**config.mk**
```make
export PLATFORM = sky130hd
export DESIGN_NAME = dbg_break_ctrl
export DESIGN_NICKNAME = d
export VERILOG_FILES = /design/src/rtl/dbg_pkg.sv /design/src/rtl/dbg_regfile.sv /design/src/rtl/dbg_exit_timer.sv /design/src/rtl/dbg_step_seq.sv /design/src/rtl/dbg_break_ctrl.sv
export SDC_FILE = /design/constraint.sdc
export NUM_CORES = 1
export LEC_CHECK = 0
export CAP_MARGIN = 5
export CORE_UTILIZATION = 52
export DETAILED_ROUTE_END_ITERATION = 10
export PLACE_DENSITY = 0.83
export SETUP_SLACK_MARGIN = 0.15
export SYNTH_ARGS = -nofsm -noshare
export SYNTH_HDL_FRONTEND = slang
export SYNTH_HIERARCHICAL = 1
export SYNTH_SLANG_ARGS = --single-unit
```
**constraint.sdc**
```tcl
create_clock -name clk -period 5.9 [get_ports clk]
set_input_delay 1.18 -clock clk [delete_from_list [all_inputs] [get_ports clk]]
set_output_delay 1.18 -clock clk [all_outputs]
set_load 0.02 [all_outputs]
```
**src/rtl/dbg_pkg.sv**
```systemverilog
package dbg_pkg;

    localparam int BYTE_W    = 8;
    localparam int HI_FIELD  = 5;

    localparam logic SEL_CTRL = 1'b0;
    localparam logic SEL_ADLO = 1'b1;

    localparam int VIEW_BIT  = 7;
    localparam int FRZ_BIT   = 6;
    localparam int STEP_BIT  = 5;

    typedef struct packed {
        logic frz_en;
        logic step_en;
    } dbg_ctrl_t;

    typedef struct packed {
        logic brk;
        logic hlt;
        logic stp;
    } dbg_cause_t;

    function automatic logic any_cause(input dbg_cause_t c);
        return c.brk | c.hlt | c.stp;
    endfunction

endpackage

```
**src/rtl/dbg_regfile.sv**
```systemverilog
module dbg_regfile
    import dbg_pkg::*;
#(
    parameter int PC_W = 13
) (
    input  logic            clk,
    input  logic            rst_por,
    input  logic            rst_mclr,
    input  logic            bus_we,
    input  logic            bus_sel,
    input  logic [7:0]      bus_wdata,
    input  logic            view,
    input  logic            cap_en,
    input  logic [PC_W-1:0] cap_pc,
    output logic [7:0]      bus_rdata,
    output dbg_ctrl_t       ctrl,
    output logic [PC_W-1:0] bp_addr
);
    localparam int HI_W = PC_W - BYTE_W;

    logic [PC_W-1:0]     cap_q;
    logic [HI_FIELD-1:0] hi_pad;
    logic                unused_wbits;

    assign unused_wbits = ^bus_wdata;

    always_ff @(posedge clk) begin
        if (rst_por) begin
            bp_addr <= '0;
            cap_q   <= '0;
        end else begin
            if (cap_en)
                cap_q <= cap_pc;
            if (bus_we) begin
                if (bus_sel == SEL_CTRL)
                    bp_addr[PC_W-1:BYTE_W] <= bus_wdata[HI_W-1:0];
                else
                    bp_addr[BYTE_W-1:0] <= bus_wdata;
            end
        end
    end

    always_ff @(posedge clk) begin
        if (rst_por || rst_mclr) begin
            ctrl <= '0;
        end else if (bus_we && bus_sel == SEL_CTRL) begin
            ctrl.frz_en  <= bus_wdata[FRZ_BIT];
            ctrl.step_en <= bus_wdata[STEP_BIT];
        end
    end

    always_comb begin
        hi_pad = '0;
        hi_pad[HI_W-1:0] = cap_q[PC_W-1:BYTE_W];
        bus_rdata = '0;
        if (bus_sel == SEL_CTRL) begin
            bus_rdata[VIEW_BIT]       = view;
            bus_rdata[FRZ_BIT]        = ctrl.frz_en;
            bus_rdata[STEP_BIT]       = ctrl.step_en;
            bus_rdata[HI_FIELD-1:0]   = hi_pad;
        end else begin
            bus_rdata = cap_q[BYTE_W-1:0];
        end
    end

endmodule

```
**src/rtl/dbg_exit_timer.sv**
```systemverilog
module dbg_exit_timer #(
    parameter int EXIT_CYC = 4
) (
    input  logic clk,
    input  logic rst,
    input  logic icyc,
    input  logic ret_accept,
    output logic busy,
    output logic done
);
    localparam int CNT_W = $clog2(EXIT_CYC + 1);
    localparam logic [CNT_W-1:0] LOAD = CNT_W'(EXIT_CYC);

    logic [CNT_W-1:0] cnt;

    always_ff @(posedge clk) begin
        if (rst)
            cnt <= '0;
        else if (ret_accept)
            cnt <= LOAD;
        else if (icyc && cnt != '0)
            cnt <= cnt - 1'b1;
    end

    assign busy = (cnt != '0);
    assign done = icyc && (cnt == CNT_W'(1)) && !ret_accept;

endmodule

```
**src/rtl/dbg_step_seq.sv**
```systemverilog
module dbg_step_seq (
    input  logic clk,
    input  logic rst,
    input  logic icyc,
    input  logic view,
    input  logic exit_done,
    input  logic step_en,
    input  logic entry,
    output logic step_due
);
    logic armed;
    logic retired;

    always_ff @(posedge clk) begin
        if (rst) begin
            armed   <= 1'b0;
            retired <= 1'b0;
        end else if (exit_done) begin
            armed   <= step_en;
            retired <= 1'b0;
        end else if (entry) begin
            armed   <= 1'b0;
            retired <= 1'b0;
        end else if (armed && icyc && !view) begin
            retired <= 1'b1;
        end
    end

    assign step_due = armed && retired && icyc;

endmodule

```
**src/rtl/dbg_break_ctrl.sv**
```systemverilog
module dbg_break_ctrl
    import dbg_pkg::*;
#(
    parameter int PC_W     = 13,
    parameter int EXIT_CYC = 4
) (
    input  logic            clk,
    input  logic            rst_por,
    input  logic            rst_mclr,
    input  logic            bus_we,
    input  logic            bus_sel,
    input  logic [7:0]      bus_wdata,
    output logic [7:0]      bus_rdata,
    input  logic            icyc,
    input  logic [PC_W-1:0] fetch_pc,
    input  logic            halt_req,
    input  logic            dbg_ret,
    output logic            enter_req,
    output logic            irq_mask,
    output logic            freeze
);
    logic            rst_any;
    logic            in_dbg;
    logic            view;
    logic            exit_busy;
    logic            exit_done;
    logic            ret_accept;
    logic            step_due;
    logic            entry;
    dbg_ctrl_t       ctrl;
    dbg_cause_t      cause;
    logic [PC_W-1:0] bp_addr;

    assign rst_any    = rst_por | rst_mclr;
    assign view       = in_dbg | exit_busy;
    assign ret_accept = dbg_ret & in_dbg;

    always_comb begin
        cause.brk = (fetch_pc == bp_addr);
        cause.hlt = halt_req;
        cause.stp = step_due;
    end

    assign entry = icyc & ~view & any_cause(cause);

    always_ff @(posedge clk) begin
        if (rst_any) begin
            in_dbg    <= 1'b0;
            enter_req <= 1'b0;
        end else begin
            enter_req <= entry;
            if (entry)
                in_dbg <= 1'b1;
            else if (ret_accept)
                in_dbg <= 1'b0;
        end
    end

    assign irq_mask = view;
    assign freeze   = view & ctrl.frz_en;

    dbg_regfile #(.PC_W(PC_W)) regs_i (
        .clk       (clk),
        .rst_por   (rst_por),
        .rst_mclr  (rst_mclr),
        .bus_we    (bus_we),
        .bus_sel   (bus_sel),
        .bus_wdata (bus_wdata),
        .view      (view),
        .cap_en    (entry),
        .cap_pc    (fetch_pc),
        .bus_rdata (bus_rdata),
        .ctrl      (ctrl),
        .bp_addr   (bp_addr)
    );

    dbg_exit_timer #(.EXIT_CYC(EXIT_CYC)) exit_i (
        .clk        (clk),
        .rst        (rst_any),
        .icyc       (icyc),
        .ret_accept (ret_accept),
        .busy       (exit_busy),
        .done       (exit_done)
    );

    dbg_step_seq step_i (
        .clk       (clk),
        .rst       (rst_any),
        .icyc      (icyc),
        .view      (view),
        .exit_done (exit_done),
        .step_en   (ctrl.step_en),
        .entry     (entry),
        .step_due  (step_due)
    );

endmodule

```
* Yosys cells after proc, flatten, opt, wreduce, memory -nomap -nowiden *
Cells that the tools add are included.
Widths: inputs -> output; s select.

storage, ports and cells
  register bits = 35
  latch bits = 0
  bits in writable memories = 0
  bits in read-only memories = 0
  input bits = 29
  output and inout bits = 11
  word-level logic and storage cells = 50
  memories kept = 0

operators by class
  add/sub/neg operators = 1
  multipliers = 0
  divide/modulo/power cells = 0
  $lt $le $gt $ge = 0
  eq/ne operators = 2
  shift-type cells = 0
  muxes and demuxes = 7
  bitwise operators = 10
  reductions and logical operators = 19

operators by type and width
  cell                 count
  $eq 13x13->1         1
  $logic_and 1x1->1    8
  $mux 8               1
  $mux 3               2
  $reduce_bool 2->1    3
  $and 1x1->1          4
  $mux 1               4
  $or 1x1->1           4
  $reduce_and 2->1     2
  $eq 3x1->1 const B   1
  $reduce_bool 3->1    1
  $reduce_or 3->1      1
  $sub 3x1->3 const B  1
  $logic_not 1->1      2
  $not 1->1            2
  $reduce_or 2->1      1
  $logic_or 1x1->1     1

* Logic depth before layout (Yosys ltp) *
  depth in word-level cells = 7
  depth in mapped cells = 10
  gate-level depth less buffers = 8

* By module *
Netlist, hierarchy kept.

by module, submodules not included
  module          instances  cells an instance  area each (um^2)  sequential area each (um^2)
  dbg_regfile     1          111                1119.8            560.5
  dbg_break_ctrl  1          32                 252.7             40.0
  dbg_exit_timer  1          19                 205.2             60.1
  dbg_step_seq    1          9                  90.1              40.0

* Worst setup path before layout *
OpenSTA, ideal clock, no wires.

  path kind = input to output
  from = in bus_sel
  to = out bus_rdata[3]
  arrival = 1.881 ns
  data required time = 4.720 ns
  setup slack = 2.839 ns
  stages on the path = 3
  path buffers = 2
  cell sequence = buf_6 -> buf_2 -> mux2_2

on the way
  longest elaborated chain between the ends = 1

ends and longest elaborated chain
  what                RTL line              RTL
  start: declaration  dbg_break_ctrl.sv:11  input logic bus_sel,
  $mux 8              dbg_regfile.sv:56     if (bus_sel == SEL_CTRL) begin
  end: declaration    dbg_break_ctrl.sv:13  output logic [7:0] bus_rdata,

No other way between the ends.

* Worst setup path in the final report *
  from = in bus_sel
  to = out bus_rdata[2]

Same word-level chain as after synthesis.

==> summary.txt <==
Reg2reg path depth: 6
Final clock skew: 0.0137 ns
CP Launch Type: input port
Register-to-register setup slack: 3.39 ns
Post-synth cell types: 36
CTS tree: yes
IO Count: 40
Tcrit/Tclk final: 0.734
Hold Crit Class: flip-flop to flip-flop
Min cycle time layout: 4.33 ns
Largest net degree at the start of global routing: 30
Top delay family on crit path: buffers and inverters
Worst hold slack: 0.476 ns
Final WL: 3580 um
Area growth syn-to-layout: 27.5%
Drt wl/cell: 14.2 um
Final Wtd Congestion: 0.778
Port buffer count: 39
Root Buffer: clkbuf_4
Final Slew Violations: 0
Top-area cell type share of the netlist area: 0.420
Top area cells in the synthesized netlist: dfxtp_1 42%, mux2i_1 12%, xor2_1 6.8%, mux2_2 5.4%, nor2_1 4.7%
Number of vias per cell: 5.27
Sink Count: 35
Critical path endpoint category: primary output
Starting Density: 0.546
MaxCap Viol Count: 0
Diode count: 0
Final setup TNS: 0 ns
Row count: 20
Synth area leader: dfxtp_1
Cell Area, Synth: 1670 sq um
Worst min-delay path startpoint: step_i/retired
Final Non-Filler Cells: 253
Hold Fails Final Rpt: 0
DRT antenna net count: 0
Slowest CP cell: clkdlybuf4s50_1
Critical path buffers and inverters: 2
Post CTS Setup Buffer Count: 0
Placed cells: 245
Cts repair resizes: 0
Worst-path maximum fanout: 18
Crit path kind: input port to primary output
Peak supply drop: 0.173 mV
Vias in the first global route: 1,372
Most used cell, CP: clkdlybuf4s50_1
CTS Hold Bufs: 0
Gr usage total: 0.231
CP endpoint: bus_rdata[2]
Total CTS buffers: 5
Metal-1 WL: 1530 um
R2r endpoint: regs_i/cap_q[9]
CTS Buffer Depth: 2
Highest routed metal layer: met4
Clk_lat worst skew: 0.34 ns
Die Area: 3440 sq um
Die Span Y: 58.6 um
Die Wd: 58.6 um
Fmax: 231 MHz
Clk pin slew, worst setup/hold paths: 0.11 ns
Worst-margin pin slew: 1.09 ns
CP Cell Sequence: clkdlybuf4s50_1, mux2_2, clkdlybuf4s50_1
#FFs+latches synth: 35
Final setup vio count: 0
Remaining DRCs: 0
CP arrival: 3.15 ns
Remaining Overflow, GRT: 0
Core outline area: 3050 sq um
RSZ-0062 raised after global routing: false
Met2 wire len: 1850 um
Most common cell after layout, fill and taps aside: clkdlybuf4s50_1
Met3 wire len: 152 um
Drt first pass iters: 4
Mapped Avg Cell Area: 9.75 sq um
Worst setup path start: bus_sel
Register area share after synthesis: 0.420
First-pass GRT wire length: 5940 um
Hold path cells: 2
H-tree depth: 2
Share of layout cells above drive strength 1: 0.124
Initial drt markers: 50
Lkg Pwr: 0.824 nW
Detailed placement HPWL: 2670 um
Final nets: 240
WP depth: 3
Relative slew slack: 0.276
Vias: 1,333
Max incr delay on CP: 1.01 ns
Syn nets: 203
Commonest non-fill, non-tap cells in the layout: 39 x clkdlybuf4s50_1, 35 x dfxtp_1, 21 x nor2_1
Status: completed
PwrDens: 226 nW/um^2
Post-synthesis cell count: 171
Ys Warns: 6
WP data required: 4.72 ns
Initial antenna violation count: 0
R2R Path Start: regs_i/bp_addr[0]
[cell usage after synthesis, drive strengths merged]
master / instances
ha: 3
nor4: 3
nor2b: 2
nand2: 11
xor2: 13
a31oi: 1
and3: 2
mux2i: 20
dfxtp: 35
nor2: 21
nand3b: 1
clkbuf: 1
inv: 4
a21oi: 11
or3b: 1
and2: 1
or2: 1
nor3: 4
and4bb: 1
a311oi: 1
nand2b: 2
a2111oi: 1
nand4: 1
a21o: 2
buf: 8
mux2: 8
nand3: 9
a211oi: 2
and4b: 1
[how the worst min path moves through the flow]
stage | slack, ns | endpoint
global placement | 0.45 | step_i/retired
CTS | 0.48 | regs_i/bp_addr[7]
finish | 0.48 | step_i/retired
global route | 0.50 | regs_i/bp_addr[2]
detailed placement | 0.46 | regs_i/bp_addr[7]
floorplan | 0.45 | step_i/retired
[flip-flops by register name (all words and copies together), names as in the netlist]
signal and cells:
regs_i/bp_addr 13, regs_i/cap_q 13, exit_i/cnt 3, regs_i/ctrl 2, enter_req 1, in_dbg 1, step_i/armed 1, step_i/retired 1
[worst min-delay path, stage by stage, from the launching register on]
cell and delay [ns]:
dfxtp_1 0.32, inv_1 0.06, a2111oi_2 0.05
[cells by family after synthesis]
group / synth area share
multiplexers: 0.174
XOR/XNOR: 0.0683
AO/OA/AOI/OAI: 0.0750
AND/OR/NAND/NOR: 0.193
adder cells (fa/ha/maj): 0.0225
buffers and inverters: 0.0473
flip-flops: 0.420
[layout make-up]
type / instances / area, sq um
clock buffers: 7 / 65.1
flip-flops and latches: 35 / 701
multi-input cells: 123 / 892
inverters: 4 / 15.0
clock inverters: 1 / 7.51
fillers: 253 / 927
well taps: 44 / 55.1
repair buffers: 39 / 390
[power by group]
part | leakage (nW) | switching (mW) | internal, mW | total (mW)
clock network | 0.0375 | 0.0804 | 0.0697 | 0.150
registers | 0.285 | 0.00561 | 0.246 | 0.252
logic | 0.502 | 0.0378 | 0.0417 | 0.0795
total | 0.824 | 0.124 | 0.357 | 0.481
[metal layers]
| metal | vias to the layer above | track usage |
|---|---|---|
| met5 | - | 0 |
| met4 | 0 | 0.0918 |
| met3 | 7 | 0.0505 |
| met2 | 32 | 0.425 |
| met1 | 630 | 0.259 |
| li1 | 664 | - |
[through the flow]
| stage | util | worst slack, ns | power (mW) | cell area [sq um] |
|---|---|---|---|---|
| after floorplan | - | 2.84 | 0.301 | 1670 |
| after global placement | 0.673 | 1.60 | 0.333 | 2050 |
| after detailed placement | 0.673 | 1.58 | 0.336 | 2050 |
| after CTS | 0.696 | 1.57 | 0.483 | 2130 |
| after global routing | 0.696 | 1.47 | 0.502 | 2130 |
| final | 0.696 | 1.57 | 0.481 | 2130 |
(Power assumes the default switching activity.)
